$ cat src/rtl/xrd_pkg.sv
package xrd_pkg;

    typedef int unsigned u32_t;

    // Outcome of one request, registered into the output pulses
    typedef enum logic [1:0] {
        OUT_NONE = 2'd0,
        OUT_RET  = 2'd1,
        OUT_VIOL = 2'd2,
        OUT_OVF  = 2'd3
    } outcome_e;

    // Allowed caller ID of entry e in function f's read-only table
    function automatic u32_t rom_id(u32_t f, u32_t e, u32_t id_w);
        return (u32_t'(1) << (id_w - 1)) | (f << 8) | (e << 4) | u32_t'(5);
    endfunction

    // Return location stored beside that ID
    function automatic u32_t rom_loc(u32_t f, u32_t e);
        return u32_t'(32'h4000) | (f << 8) | (e << 2);
    endfunction

    // Function f owns (f mod nent)+1 live entries
    function automatic logic entry_live(u32_t f, u32_t e, u32_t nent);
        return e <= (f % nent);
    endfunction

endpackage

$ cat src/rtl/xrd_key_stack.sv
module xrd_key_stack #(
    parameter int W     = 16,
    parameter int DEPTH = 8
) (
    input  logic         clk,
    input  logic         rst,
    input  logic         push,
    input  logic         pop,
    input  logic [W-1:0] din,
    output logic [W-1:0] top,
    output logic         full,
    output logic         empty
);
    localparam int CW = $clog2(DEPTH + 1);
    localparam int AW = $clog2(DEPTH);

    logic [W-1:0]  mem [DEPTH];
    logic [CW-1:0] cnt;
    logic [CW-1:0] top_idx;

    assign full    = (cnt == CW'(DEPTH));
    assign empty   = (cnt == '0);
    assign top_idx = cnt - CW'(1);
    assign top     = mem[top_idx[AW-1:0]];

    always_ff @(posedge clk) begin
        if (rst) begin
            cnt <= '0;
        end else if (push && !full) begin
            mem[cnt[AW-1:0]] <= din;
            cnt              <= cnt + CW'(1);
        end else if (pop && !empty) begin
            cnt <= cnt - CW'(1);
        end
    end

    // occupancy never exceeds the stack depth
    assert_no_overflow_R8: assert property (@(posedge clk) disable iff (rst)
        cnt <= CW'(DEPTH));

    // a push into a full stack leaves the occupancy alone
    assert_full_push_held_R8: assert property (@(posedge clk) disable iff (rst)
        (push && full && !pop) |=> (cnt == $past(cnt)));

endmodule

$ cat src/rtl/xrd_table_match.sv
module xrd_table_match
    import xrd_pkg::*;
#(
    parameter int ID_W  = 16,
    parameter int LOC_W = 16,
    parameter int NFUNC = 16,
    parameter int NENT  = 8
) (
    input  logic [$clog2(NFUNC)-1:0] func,
    input  logic [ID_W-1:0]          state,
    output logic                     hit,
    output logic [LOC_W-1:0]         loc,
    output logic [NENT-1:0]          hit_vec
);
    // One comparator per table entry; the table itself is fixed logic
    for (genvar e = 0; e < NENT; e++) begin : g_entry
        assign hit_vec[e] = entry_live(u32_t'(func), u32_t'(e), u32_t'(NENT)) &&
                            (ID_W'(rom_id(u32_t'(func), u32_t'(e), u32_t'(ID_W))) == state);
    end

    // Lowest matching index wins
    always_comb begin
        hit = 1'b0;
        loc = '0;
        for (int i = NENT - 1; i >= 0; i--) begin
            if (hit_vec[i]) begin
                hit = 1'b1;
                loc = LOC_W'(rom_loc(u32_t'(func), u32_t'(i)));
            end
        end
    end

endmodule

$ cat src/rtl/xrd_dispatch.sv
module xrd_dispatch
    import xrd_pkg::*;
#(
    parameter int ID_W   = 16,
    parameter int LOC_W  = 16,
    parameter int NFUNC  = 16,
    parameter int NENT   = 8,
    parameter int KDEPTH = 8
) (
    input  logic                     clk,
    input  logic                     rst,
    input  logic                     call_valid,
    input  logic [ID_W-1:0]          call_key,
    input  logic                     ret_valid,
    input  logic [$clog2(NFUNC)-1:0] ret_func,
    output logic                     ret_loc_valid,
    output logic [LOC_W-1:0]         ret_loc,
    output logic                     violation,
    output logic                     overflow_fault
);
    logic [ID_W-1:0]  state_q;
    logic [ID_W-1:0]  key_top;
    logic             stk_full, stk_empty;
    logic             tbl_hit;
    logic [LOC_W-1:0] tbl_loc;
    logic [NENT-1:0]  hit_vec;
    logic             do_call, ret_ok, push, pop;
    outcome_e         outcome_d, outcome_q;
    logic [LOC_W-1:0] loc_q;

    xrd_table_match #(
        .ID_W (ID_W),
        .LOC_W(LOC_W),
        .NFUNC(NFUNC),
        .NENT (NENT)
    ) u_table (
        .func   (ret_func),
        .state  (state_q),
        .hit    (tbl_hit),
        .loc    (tbl_loc),
        .hit_vec(hit_vec)
    );

    xrd_key_stack #(
        .W    (ID_W),
        .DEPTH(KDEPTH)
    ) u_keys (
        .clk  (clk),
        .rst  (rst),
        .push (push),
        .pop  (pop),
        .din  (call_key),
        .top  (key_top),
        .full (stk_full),
        .empty(stk_empty)
    );

    // A return on the same edge as a call takes precedence
    assign do_call = call_valid && !ret_valid;
    assign ret_ok  = ret_valid && !stk_empty && tbl_hit;
    assign push    = do_call && !stk_full;
    assign pop     = ret_ok;

    always_comb begin
        outcome_d = OUT_NONE;
        if (ret_valid)     outcome_d = ret_ok ? OUT_RET : OUT_VIOL;
        else if (call_valid && stk_full) outcome_d = OUT_OVF;
    end

    always_ff @(posedge clk) begin
        if (rst) begin
            state_q   <= '0;
            outcome_q <= OUT_NONE;
            loc_q     <= '0;
        end else begin
            if (ret_ok)    state_q <= state_q ^ key_top;
            else if (push) state_q <= state_q ^ call_key;
            outcome_q <= outcome_d;
            loc_q     <= ret_ok ? tbl_loc : '0;
        end
    end

    assign ret_loc_valid  = (outcome_q == OUT_RET);
    assign ret_loc        = loc_q;
    assign violation      = (outcome_q == OUT_VIOL);
    assign overflow_fault = (outcome_q == OUT_OVF);

    // with every call unwound the state register is back at zero
    assert_state_clear_when_idle_R4: assert property (@(posedge clk) disable iff (rst)
        stk_empty |-> (state_q == '0));

    // at most one live entry can match the state
    assert_single_hit_R3: assert property (@(posedge clk) disable iff (rst)
        $onehot0(hit_vec));

    // a location only follows a return request
    assert_loc_needs_request_R11: assert property (@(posedge clk) disable iff (rst)
        ret_loc_valid |-> $past(ret_valid));

    // a violation never carries a location
    assert_viol_no_loc_R6: assert property (@(posedge clk) disable iff (rst)
        violation |-> (!ret_loc_valid && ret_loc == '0));

    // an overflow fault only follows a lone call
    assert_fault_from_call_R8: assert property (@(posedge clk) disable iff (rst)
        overflow_fault |-> $past(call_valid && !ret_valid));

endmodule

$ cat config.mk
export PLATFORM = sky130hd
export DESIGN_NAME = xrd_dispatch
export DESIGN_NICKNAME = d
export VERILOG_FILES = /design/src/rtl/xrd_pkg.sv /design/src/rtl/xrd_key_stack.sv /design/src/rtl/xrd_table_match.sv /design/src/rtl/xrd_dispatch.sv
export SDC_FILE = /design/constraint.sdc
export NUM_CORES = 1
export LEC_CHECK = 0
export BUFFER_PORTS_ARGS = -buffer_cell sky130_fd_sc_hd__buf_4
export CAP_MARGIN = 20
export CORE_MARGIN = 8
export CORE_UTILIZATION = 60
export CTS_CLUSTER_SIZE = 16
export DETAILED_ROUTE_END_ITERATION = 7
export MAX_ROUTING_LAYER = met4
export PLACE_DENSITY = 0.79
export REMOVE_ABC_BUFFERS = 1
export SYNTH_ARGS = -nofsm -noshare
export SYNTH_HDL_FRONTEND = slang
export SYNTH_SLANG_ARGS = --single-unit
$ cat constraint.sdc
create_clock -name clk -period 4.2 [get_ports clk]
set_clock_uncertainty 0.2 [all_clocks]
set_input_delay 0.63 -clock clk [delete_from_list [all_inputs] [get_ports clk]]
set_output_delay 0.63 -clock clk [all_outputs]
set_load 0.1 [all_outputs]
# Word-level counts from Yosys, hierarchy flattened
# Memory sizes are Yosys's and may differ from the RTL's.
# Index checks and enable logic that the tools add are counted.
[op_classes]
n_mux = 26
n_bitwise = 3
eq_ne = 12
n_reduce_logical = 26
add_sub_neg = 2
n_lt_le_gt_ge = 8
[ops]
columns = ["cell", "count"]
rows = [
  ["16-bit equality test", 8],
  ["15-bit two-way mux", 8],
  ["16-bit two-way mux", 2],
  ["16-bit XOR", 2],
  ["1-bit logical AND", 15],
  ["3-bit less-or-equal comparator, first input constant", 4],
  ["1-bit two-way mux", 11],
  ["9-bit OR reduction", 1],
  ["4-bit two-way mux", 2],
  ["1-bit by 3-bit less-or-equal comparator with 1-bit output, first input constant", 2],
  ["2-bit by 3-bit less-or-equal comparator with 1-bit output, first input constant", 2],
  ["2-bit two-way mux", 3],
  ["6-bit OR reduction", 1],
  ["4-bit by 1-bit adder with 4-bit output, second input constant", 1],
  ["2-bit equality test, second input constant", 2],
  ["4-bit equality test, second input constant", 1],
  ["4-bit zero test", 1],
  ["2-bit nonzero test", 2],
  ["4-bit OR reduction", 1],
  ["4-bit by 1-bit subtractor with 4-bit output, second input constant", 1],
  ["1-bit zero test", 3],
  ["3-bit OR reduction", 1],
  ["2-bit by 1-bit equality test with 1-bit output, second input constant", 1],
  ["2-bit OR reduction", 1],
  ["1-bit inverter", 1],
]
[totals]
wordCells = 86
ram_bits = 128
ff_bits = 38
mem_count = 1
[memory_table]
columns = ["name", "depth", "width", "read_ports", "rd_ports_with_merged_regs", "write_ports", "line", "text"]
rows = [
  ["u_keys.mem", 8, 16, 1, 0, 1, "xrd_key_stack.sv:17", "logic [W-1:0] mem [DEPTH];"],
]

# Depth between registers and ports, before layout
# Gate-level depths: netlist of the first run.
[logic_depth]
word_depth = 14
ltp_mapped = 12
mapped_depth_nobuf = 8

# Cells and area by module
# A second synthesis of the first run with hierarchy kept.
[unflattened]
cells_unflattened = 447
hier_area_um2 = 7233.2
[modules_own_cells]
columns = ["module", "instances", "area_each_um2", "cells_each", "seq_area_each_um2"]
rows = [
  ["xrd_key_stack", 1, 5306.3, 243, 3923.8],
  ["xrd_dispatch", 1, 1467.7, 133, 680.7],
  ["xrd_table_match", 1, 459.2, 71, 0.0],
]

# Worst setup path after synthesis of the first run
# OpenSTA, ideal clock, no wires.
[synth_path]
path_kind = "register to register"
startpoint = "register u_keys.cnt[0]"
endpoint = "memory u_keys.mem[0][0] (enable)"
setup_ns = 0.409
stages_incl_launch_ff = 10
slack_ns = 0.384
t_arrival_ns = 3.207
cell_sequence = "dfxtp_1 -> clkbuf_1 -> buf_1 -> inv_1 -> ha_1 -> nand3b_1 -> and2_1 -> clkbuf_1 -> nand2_1 -> nor3_1"
[synth_via]
elab_chain_cells = 7
[synth_lines]
columns = ["item", "line", "text"]
rows = [
  ["start: declaration", "xrd_key_stack.sv:18", "logic [CW-1:0] cnt;"],
  ["start signal: assignment", "xrd_key_stack.sv:31", "cnt <= cnt + CW'(1);"],
  ["start signal: assignment", "xrd_key_stack.sv:33", "cnt <= cnt - CW'(1);"],
  ["4-bit equality test", "xrd_key_stack.sv:21", "assign full = (cnt == CW'(DEPTH));"],
  ["1-bit zero test", "xrd_key_stack.sv:29, xrd_dispatch.sv:61", ""],
  ["1-bit logical AND", "xrd_dispatch.sv:61", "assign push = do_call && !stk_full;"],
  ["1-bit logical AND", "xrd_key_stack.sv:29", "end else if (push && !full) begin"],
  ["1-bit two-way mux", "xrd_key_stack.sv:29", ""],
  ["1-bit two-way mux", "xrd_key_stack.sv:27", "if (rst) begin"],
  ["1-bit two-way mux (not written as such)", "xrd_key_stack.sv:30", "mem[cnt[AW-1:0]] <= din;"],
  ["end: declaration", "xrd_key_stack.sv:17", ""],
]
# Parallel ways exist; a longest one is shown, timed or not.

# Worst setup path in the final report of the first run
[layout_path]
startpoint = "register u_keys.cnt[1]"
endpoint = "register state_q[4]"
[layout_via]
elab_chain_cells = 5
word_cells_on_any_way = 12
cone_classes = "1 x add/sub; 1 x eq/ne; 1 x mux; 1 x bitwise; 7 x reduce/logical; 1 x memory"
[layout_lines]
columns = ["item", "line", "text"]
rows = [
  ["parallel branches: the longest is 5 deep, another holds memory read 8 x 16 bit", "n/a", ""],
  ["end signal: assignment", "xrd_dispatch.sv:76", "if (ret_ok) state_q <= state_q ^ key_top;"],
  ["end signal: assignment", "xrd_dispatch.sv:77", "else if (push) state_q <= state_q ^ call_key;"],
  ["end: declaration", "xrd_dispatch.sv:21", "logic [ID_W-1:0] state_q;"],
]
# Parallel ways; which one is timed is not known.
# A chain may end at the register's enable or synchronous reset.

==> metrics.cfg, run 1 <==
[synthesis]
synth.avg_cell_area_um2 = 12.9
syn_inst = 534
synth_edf_count = 128
ys_types = 49
synthArstFlopShare_pct = 0
ys.warnings.count = 0
synth.cell_area_mm2 = 0.00688
ys.flop_type = edfxtp_1
yosys_register_bits = 158
yosysSeqAreaShare_pct = 64.6

[run]
cap_violations = 0

[hold_path]
hold_path.class = primary input to register

[grt]
grt-ovfl-total = 0
grt_pass1_wl_um = 22200
grt_usage_pct = 20.5
grt_start_max_net_pins = 67
grt_pass1_vias = 4262
antenna_found_initial = 0

[worst_setup_path]
crit_chain = inv_1, ha_1, xnor2_4, buf_4, mux2i_1, nor4_1, a22oi_1, mux2_1
worstPathRequired_ns = 4.31
worst_path_max_delay_cell = xnor2_4
startpoint_type = register
crit_arrival_ns = 3.41
end_kind = register
slowest_delay_ns = 0.77
crit_fanout = 25
critPathKind = register to register

[place]
io_buffers = 34
gp_congestion = 0.857
postPlaceCellArea_mm2 = 0.00732
place_ws_ns = 0.957
dpl.hpwl_um = 8740

[sta]
hold_viol = 0
setup_violations = 0
fin_crit_ns = 3.30
fmax_mhz = 303
worst_slew_pin_slew_ns = 0.913
slew_headroom_pct = 39.1
timing.final.crit_share_pct = 78.7
rsz0062_at_grt = no
worst_slack_ns = 0.896
slew_viol_final = 0

[detailed_routing]
drc = 0
firstDrtPassIters = 5
ant_nets = 0
drtIter0Drc = 444
vias = 4414
viasPerCell = 6.04
routed_wl_um = 14600
routedWlPerCell_um = 20.0

[layout]
final_common_cell = edfxtp_1
drive_gt1_share_pct = 19.9
diodes = 0
area_growth_pct = 15.2
final_cell_mix = edfxtp_1 (128), nand2_1 (74), buf_4 (54), nor2_1 (29), dfxtp_1 (29)
fin_nets = 601
finalInstanceArea_mm2 = 0.00792
post-route-util_pct = 70.0

[power_and_ir_drop]
p_leak_nw = 2.78
p_total_mw = 3.58
power_density_mw_per_mm2 = 452
peakVddDrop_mv = 0.334

[cts]
htreeDepth = 4
cts_inserted_buffers = 17
post_cts_buffers = 0
cts.clk_slew.worst_paths_ns = 0.06
cts_hold_buf = 0
clockRootBuffer = clkbuf_16
clkLatencyLatePin_ns = 0.42
cts.sinks = 158
cts_resized = 0
cts_tree = yes
ctsLongestPathBuffers = 2

[floorplan]
die_x_um = 123
die_y_um = 123
initial_core_util_pct = 60.8
die_area_mm2 = 0.0151
row_count = 39
core_area_mm2 = 0.0113
num_io_pins = 43

[run_status]
status = complete, no violations

-- kinds of logic (layout without fill, tap and decap cells) --
| kind of cell | count (synthesis) | after routing | synth area share, % |
|---|---|---|---|
| AND/OR/NAND/NOR | 233 | 233 | 17.8 |
| AO/OA/AOI/OAI | 41 | 41 | 3.80 |
| buffers and inverters | 42 | 89 | 3.09 |
| flip-flops | 158 | 158 | 64.6 |
| multiplexers | 46 | 46 | 8.71 |
| other | 1 | 8 | 0.0545 |
| adder cells (fa/ha/maj) | 2 | 2 | 0.364 |
| XOR/XNOR | 11 | 11 | 1.51 |
-- cell type report --
class / instances / area [um2]
inverter: 3 / 11.3
tap: 143 / 179
clock buffer: 18 / 439
multi-input combinational: 341 / 2280
timing repair buffer: 54 / 405
sequential: 158 / 4450
fill: 754 / 3400
clock inverter: 14 / 166
-- metrics by stage --
| step | TNS [ns] | hold slack, ns | cells |
|---|---|---|---|
| final | 0 | 0.254 | 731 |
| after global routing | 0 | 0.244 | 731 |
| after CTS | 0 | 0.242 | 731 |
| after detailed placement | 0 | 0.317 | 699 |
| after global placement | 0 | 0.306 | 699 |
| after floorplan | -19.29 | 0.255 | 502 |
-- synth_stat cells, drive strengths merged, types with 2 or more instances --
| master | instances | share of area, % |
|---|---|---|
| nand2b | 4 | 0.36 |
| mux4 | 8 | 2.6 |
| clkbuf | 21 | 1.1 |
| a21oi | 10 | 0.73 |
| nor4 | 9 | 1.1 |
| nor3b | 25 | 2.7 |
| o22ai | 5 | 0.45 |
| and2 | 3 | 0.27 |
| and3 | 2 | 0.18 |
| nor2b | 21 | 1.9 |
| xor2 | 6 | 0.76 |
| dfxtp | 30 | 8.7 |
| mux2i | 7 | 1.0 |
| nand3 | 25 | 1.8 |
| o21ai | 8 | 0.58 |
| nor2 | 29 | 1.6 |
| nand3b | 13 | 1.4 |
| inv | 3 | 0.16 |
| a22oi | 10 | 1.1 |
| o211ai | 2 | 0.22 |
| mux2 | 31 | 5.1 |
| edfxtp | 128 | 56 |
| xnor2 | 5 | 0.75 |
| or3 | 2 | 0.18 |
| nor3 | 15 | 1.1 |
| buf | 18 | 1.8 |
| nand4 | 7 | 0.64 |
| ha | 2 | 0.36 |
| nand2 | 74 | 4.0 |
-- report_power, final --
group / leakage (nW) / switching, mW / total [mW] / internal [mW]
combinational: 1.10 / 0.196 / 0.305 / 0.109
sequential: 1.40 / 0.0120 / 1.72 / 1.71
clock: 0.278 / 0.605 / 1.55 / 0.949
-- flip-flops by register name (all words and copies together) (netlist names) --
| signal | flops |
|---|---|
| outcome_q | 2 |
| u_keys.cnt | 4 |
| ret_loc | 8 |
| state_q | 16 |
| u_keys.mem | 128 |
-- worst max-delay path, delay by kind of cell (launching register included) --
| kind | cells | cell delay (ns) |
|---|---|---|
| xor gates and xnor gates | 1 | 0.77 |
| DFF | 1 | 0.52 |
| buffers and inverters | 2 | 0.46 |
| muxes | 2 | 0.43 |
| adders and majority gates | 1 | 0.35 |
| and+or+nand+nor | 1 | 0.32 |
| AOI/OAI and AO/OA | 1 | 0.14 |
-- layer usage --
| metal | GRT usage (%) | vias up | routed length, um | part of all wire [%] |
|---|---|---|---|---|
| met5 | - | - | 0 | 0 |
| met2 | 33.8 | 213 | 7290 | 50 |
| li1 | - | 2035 | - | - |
| met4 | 6.62 | 0 | 229 | 1.6 |
| met3 | 5.02 | 27 | 1220 | 8.4 |
| met1 | 24.4 | 2139 | 5840 | 40 |
-- final timing paths --
| kind | from | slack (ns) | to | cells past startpoint |
|---|---|---|---|---|
| max | u_keys.cnt[1] | 0.90 | state_q[4] | 8 |
| min | call_key[6] | 0.25 | u_keys.mem[0][6] | 1 |
| max reg2reg | u_keys.cnt[1] | 0.90 | state_q[4] | 8 |
| min reg2reg | state_q[4] | 0.33 | ret_loc[2] | 2 |
Note: power is estimated with default switching activity, not from simulation.
==> inputs of run 2 (changes only) <==
clock period = 3.24 ns   (was 4.2 ns; I/O delays follow)
==> run 2 against run 1 <==
  * Utilization rose by 0.19 points
  * Clock power rose by 23%
  * Sequential share of layout area fell by 0.15 points
  * Critical path type unchanged
  * Routed wire length rose by 1.8%
  * Count of clock-buffer cells in the layout fell by 1
  * Worst setup slack got worse by 0.57 ns
  * Non-clock buffer count rose by 4
  * Sequential power rose by 30%
  * Final cell count rose by 0.55%
  * Largest power group unchanged
  * Die area did not move
==> metrics.cfg, run 2 (synthesis results as in run 1) <==
[sta]
hold_viol = 0
rsz0062_at_grt = no
timing.final.crit_share_pct = 90.1
finalSetupTns_ns = 0
fin_crit_ns = 2.92
hold_ws_ns = 0.109
fmax_mhz = 343
slew_headroom_pct = 51.5
worst_slew_pin_slew_ns = 0.727
setup_violations = 0
worst_slack_ns = 0.322
slew_viol_final = 0

[grt]
antenna_found_initial = 0
grt_start_max_net_pins = 67
grt_use_met3_pct = 4.25
grt_pass1_wl_um = 23300
grt_use_met2_pct = 32.7
grt_usage_pct = 21.1
grt-ovfl-total = 0
busiest_layer = met2
grt_pass1_vias = 4443
met1_usage_pct = 26.2

[run_status]
status = complete, no violations

[cts]
cts_hold_buf = 0
cts.clk_slew.worst_paths_ns = 0.06
htreeDepth = 4
post_cts_buffers = 0
cts.sinks = 158
clockRootBuffer = clkbuf_16
cts_inserted_buffers = 17
clkLatencyLatePin_ns = 0.42
cts_tree = yes
ctsLongestPathBuffers = 2
cts_resized = 0

[hold_path]
hold_path.class = primary input to register
worstHoldPathCells = 1
hp-start = call_key[7]

[worst_setup_path]
setup.worst_path.end = state_q[4]
critical_path_depth = 8
rr_worst_depth = 8
slowest_delay_ns = 0.51
rrSetupSlack_ns = 0.32
worstPathRequired_ns = 3.34
startpoint_type = register
crit_family = multiplexers
reg2reg_to = state_q[4]
path_buf_inv = 2
critPathKind = register to register
worst_path_max_delay_cell = dfxtp_1
crit_fanout = 18
crit_arrival_ns = 3.02
reg2reg_from = u_keys.cnt[1]
end_kind = register
crit_chain = inv_1, ha_1, xnor2_4, buf_4, mux2_2, nor4_1, a22oi_1, mux2_1
crit_path_start = u_keys.cnt[1]

[power_and_ir_drop]
share_clk_of_total_power_pct = 42.1
sequentialPowerShare_pct = 49.0
p_total_mw = 4.55
swShare_pct = 23.2
power_switching_mw = 1.06
p_leak_nw = 2.81
peakVddDrop_mv = 0.355
p_int_mw = 3.49
power_density_mw_per_mm2 = 573
pwr-share-comb_pct = 8.9

[layout]
area_growth_pct = 15.5
diodes = 0
post-route-util_pct = 70.2
fin_nets = 605
final_cell_mix = edfxtp_1 (128), nand2_1 (74), buf_4 (56), nor2_1 (29), dfxtp_1 (29)
final_common_cell = edfxtp_1
drive_gt1_share_pct = 20.3
finalInstanceArea_mm2 = 0.00794
final_cell_count_no_fill = 735
largest_reg_flops = 128

[place]
gp_congestion = 0.840
io_buffers = 34
dp.cells = 703
place_ws_ns = 0.386
dpl.hpwl_um = 8980
postPlaceCellArea_mm2 = 0.00737

[floorplan]
num_io_pins = 43
die_area_mm2 = 0.0151
row_count = 39
initial_core_util_pct = 60.8
core_area_mm2 = 0.0113
die_x_um = 123
die_y_um = 123

[detailed_routing]
ant_nets = 0
vias = 4473
drc = 0
drtIter0Drc = 353
viasPerCell = 6.09
routed_wl_um = 14900
firstDrtPassIters = 5
routedWlPerCell_um = 20.2

[run]
cap_violations = 0

run 2: changes by cell type in the layout (fill, tap and decap cells not counted), sizes merged:
cell | before | now
clkinvlp | 6 | 2
clkinv | 3 | 9
buf | 54 | 58
clkbuf | 18 | 17
bufinv | 3 | 2
run 2: worst min path at each step:
stage,slack [ns],end
5_1_grt,0.10,u_keys.mem[7][13]
6_report,0.11,u_keys.mem[2][7]
2_1_floorplan,0.26,ret_loc[2]
3_3_place_gp,0.31,ret_loc[3]
3_5_place_dp,0.32,ret_loc[3]
4_1_cts,0.1,u_keys.mem[7][13]
run 2: routing by layer:
metal,routed length [um],vias up
met5,0,-
met4,346,0
met3,1140,33
met2,7260,192
met1,6110,2209
li1,-,2039
run 2: layout make-up:
class | instances | area [um2]
clock buffers | 17 | 425
clock inverters | 15 | 146
fillers | 742 | 3380
inverters | 3 | 11.3
multi-input cells | 341 | 2280
flip-flops and latches | 158 | 4450
well taps | 143 | 179
repair buffers | 58 | 460
run 2: worst register-to-register path, stage by stage, from the launching register on:
cell and delay (ns):
dfxtp_1 0.51, inv_1 0.13, ha_1 0.36, xnor2_4 0.24, buf_4 0.28, mux2_2 0.37
nor4_1 0.27, a22oi_1 0.11, mux2_1 0.33
run 2: power groups by stage:
stage               Sequential (mW)  Combinational (mW)  Clock, mW
floorplan                      2.28               0.252          0
global placement               2.27               0.384          0
detailed placement             2.27               0.398          0
CTS                            2.23               0.403       1.93
global route                   2.23               0.437       2.02
finish                         2.23               0.406       1.91
==> inputs of run 3 (changes only) <==
CORE_UTILIZATION = 63   (was 60)
CTS_BUF_LIST = sky130_fd_sc_hd__clkbuf_4   (was not set)
PLACE_DENSITY = 0.82   (was 0.79)
==> run 3 against run 2 <==
  * Global-route usage fell by 0.10 points
  * Sequential share of layout area is 1.3 points higher
  * Hold slack worse by 0.074 ns
  * Sequential power barely moved
  * Sequential cell count stayed put
  * Final cell count is 1.1% higher
  * Die area decreased by 4.1%
  * Routed wire length down 4.6%
  * Worst setup slack got worse by 0.0024 ns
  * Clock power is 40% lower
  * Total power decreased by 17%
  * Fmax hardly changed
  * Critical endpoint is now state_q[10]
==> metrics.cfg, run 3 (synthesis results as in run 1) <==
[layout]
fin_nets = 615
post-route-util_pct = 72.3
final_cell_mix = edfxtp_1 (128), nand2_1 (74), buf_4 (48), nor2_1 (29), dfxtp_1 (29)
final_cell_count_no_fill = 743
area_growth_pct = 13.0
finalInstanceArea_mm2 = 0.00777
fill_cells = 701
drive_gt1_share_pct = 18.8
final_common_cell = edfxtp_1
largest_reg_flops = 128

[sta]
worst_slew_pin_slew_ns = 0.699
hold_ws_ns = 0.0349
rsz0062_at_grt = no
slew_headroom_pct = 53.4
finalSetupTns_ns = 0
timing.final.crit_share_pct = 90.1
fin_crit_ns = 2.92
fmax_mhz = 342
worst_slack_ns = 0.320
setup_violations = 0
hold_viol = 0
slew_viol_final = 0

[cts]
cts.sinks = 158
cts_tree = yes
cts_inserted_buffers = 17
htreeDepth = 4
cts.clk_slew.worst_paths_ns = 0.13
post_cts_buffers = 0
ctsLongestPathBuffers = 2
clkLatencyLatePin_ns = 0.55
clockRootBuffer = clkbuf_4

[power_and_ir_drop]
pwr-share-comb_pct = 10.9
power_density_mw_per_mm2 = 486
p_leak_nw = 2.70
power_switching_mw = 0.942
peakVddDrop_mv = 0.284
share_clk_of_total_power_pct = 30.1
p_int_mw = 2.83
p_total_mw = 3.78
sequentialPowerShare_pct = 59.0
swShare_pct = 24.9

[grt]
antenna_found_initial = 1
met1_usage_pct = 26.3
grt_pass1_vias = 4332
grt_use_met3_pct = 5.13
grt_usage_pct = 21.0
busiest_layer = met2
grt-ovfl-total = 0
grt_use_met2_pct = 31.9
grt_pass1_wl_um = 22500
grt_start_max_net_pins = 67

[place]
place_ws_ns = 0.382
dp.cells = 692
io_buffers = 34
gp_congestion = 0.814
postPlaceCellArea_mm2 = 0.00731
dpl.hpwl_um = 8620

[worst_setup_path]
critical_path_depth = 8
crit_fanout = 51
startpoint_type = register
worst_path_max_delay_cell = dfxtp_1
reg2reg_from = u_keys.cnt[1]
slowest_delay_ns = 0.51
path_buf_inv = 2
rrSetupSlack_ns = 0.32
crit_family = multiplexers
rr_worst_depth = 8
crit_arrival_ns = 3.15
worstPathRequired_ns = 3.47
crit_chain = inv_1, ha_1, xnor2_4, buf_12, mux2_1, nor4_1, a22oi_1, mux2_1
path_common_cell = mux2_1
reg2reg_to = state_q[10]
end_kind = register
critPathKind = register to register

[hold_path]
hold_path.class = primary input to register
worstHoldPathCells = 3
hp-start = ret_valid
hold_end = outcome_q[0]

[detailed_routing]
drc = 0
ant_nets = 0
routedWlPerCell_um = 19.1
vias = 4401
firstDrtPassIters = 5
drtIter0Drc = 426
viasPerCell = 5.92
routed_wl_um = 14200

[floorplan]
die_area_mm2 = 0.0145
die_y_um = 120
die_x_um = 120
row_count = 38
core_area_mm2 = 0.0107
initial_core_util_pct = 64.0
num_io_pins = 43

[run_status]
status = complete, no violations

[run]
cap_violations = 0

[run 3: cell types whose count changed in the layout (fill, tap and decap cells not counted), sizes merged]
| cell | previous run | this run |
|---|---|---|
| dlygate4sd3 | 0 | 18 |
| buf | 58 | 50 |
| clkinv | 9 | 6 |
| clkinvlp | 2 | 4 |
| clkbuf | 17 | 18 |
| diode | 0 | 1 |
[run 3: worst max-delay path by stage]
stage / from / end / slack, ns
2_1_floorplan: u_keys.cnt[0] / state_q[8] / -1.68
3_3_place_gp: u_keys.cnt[1] / state_q[4] / 0.51
3_5_place_dp: u_keys.cnt[1] / state_q[10] / 0.38
4_1_cts: u_keys.cnt[1] / state_q[10] / 0.34
5_1_grt: u_keys.cnt[1] / state_q[4] / 0.18
6_report: u_keys.cnt[1] / state_q[10] / 0.32
[run 3: what timing repair did]
item	CTS	global route
hold buffers	18	0
hold endpoints to repair	131	0
gates resized for setup	0	0
[run 3: area by class of cell]
cell class / instances / area [um2] / share of cell area, %
flip-flops and latches: 158 / 4450 / 57.2
multi-input cells: 341 / 2280 / 29.3
repair buffers: 68 / 581 / 7.47
well taps: 140 / 175 / 2.25
clock inverters: 14 / 144 / 1.85
clock buffers: 18 / 135 / 1.74
inverters: 3 / 11.3 / 0.145
diodes: 1 / 2.50 / 0.0322
[run 3: worst min-delay path: stages]
cell	delay (ns)
buf_4	0.12
o211ai_1	0.08
a21oi_1	0.06
[run 3: power groups by stage]
stage	Clock, mW	Sequential, mW	Combinational [mW]
floorplan	0	2.28	0.252
global route	1.24	2.23	0.449
finish	1.14	2.23	0.413
global placement	0	2.27	0.378
CTS	1.16	2.23	0.411
detailed placement	0	2.27	0.392
[run 3: layer usage]
metal  wire length [um]  share of wire [%]
met1               6120                 43
met5                  0                  0
met3                960                6.8
met4                315                2.2
met2               6780                 48
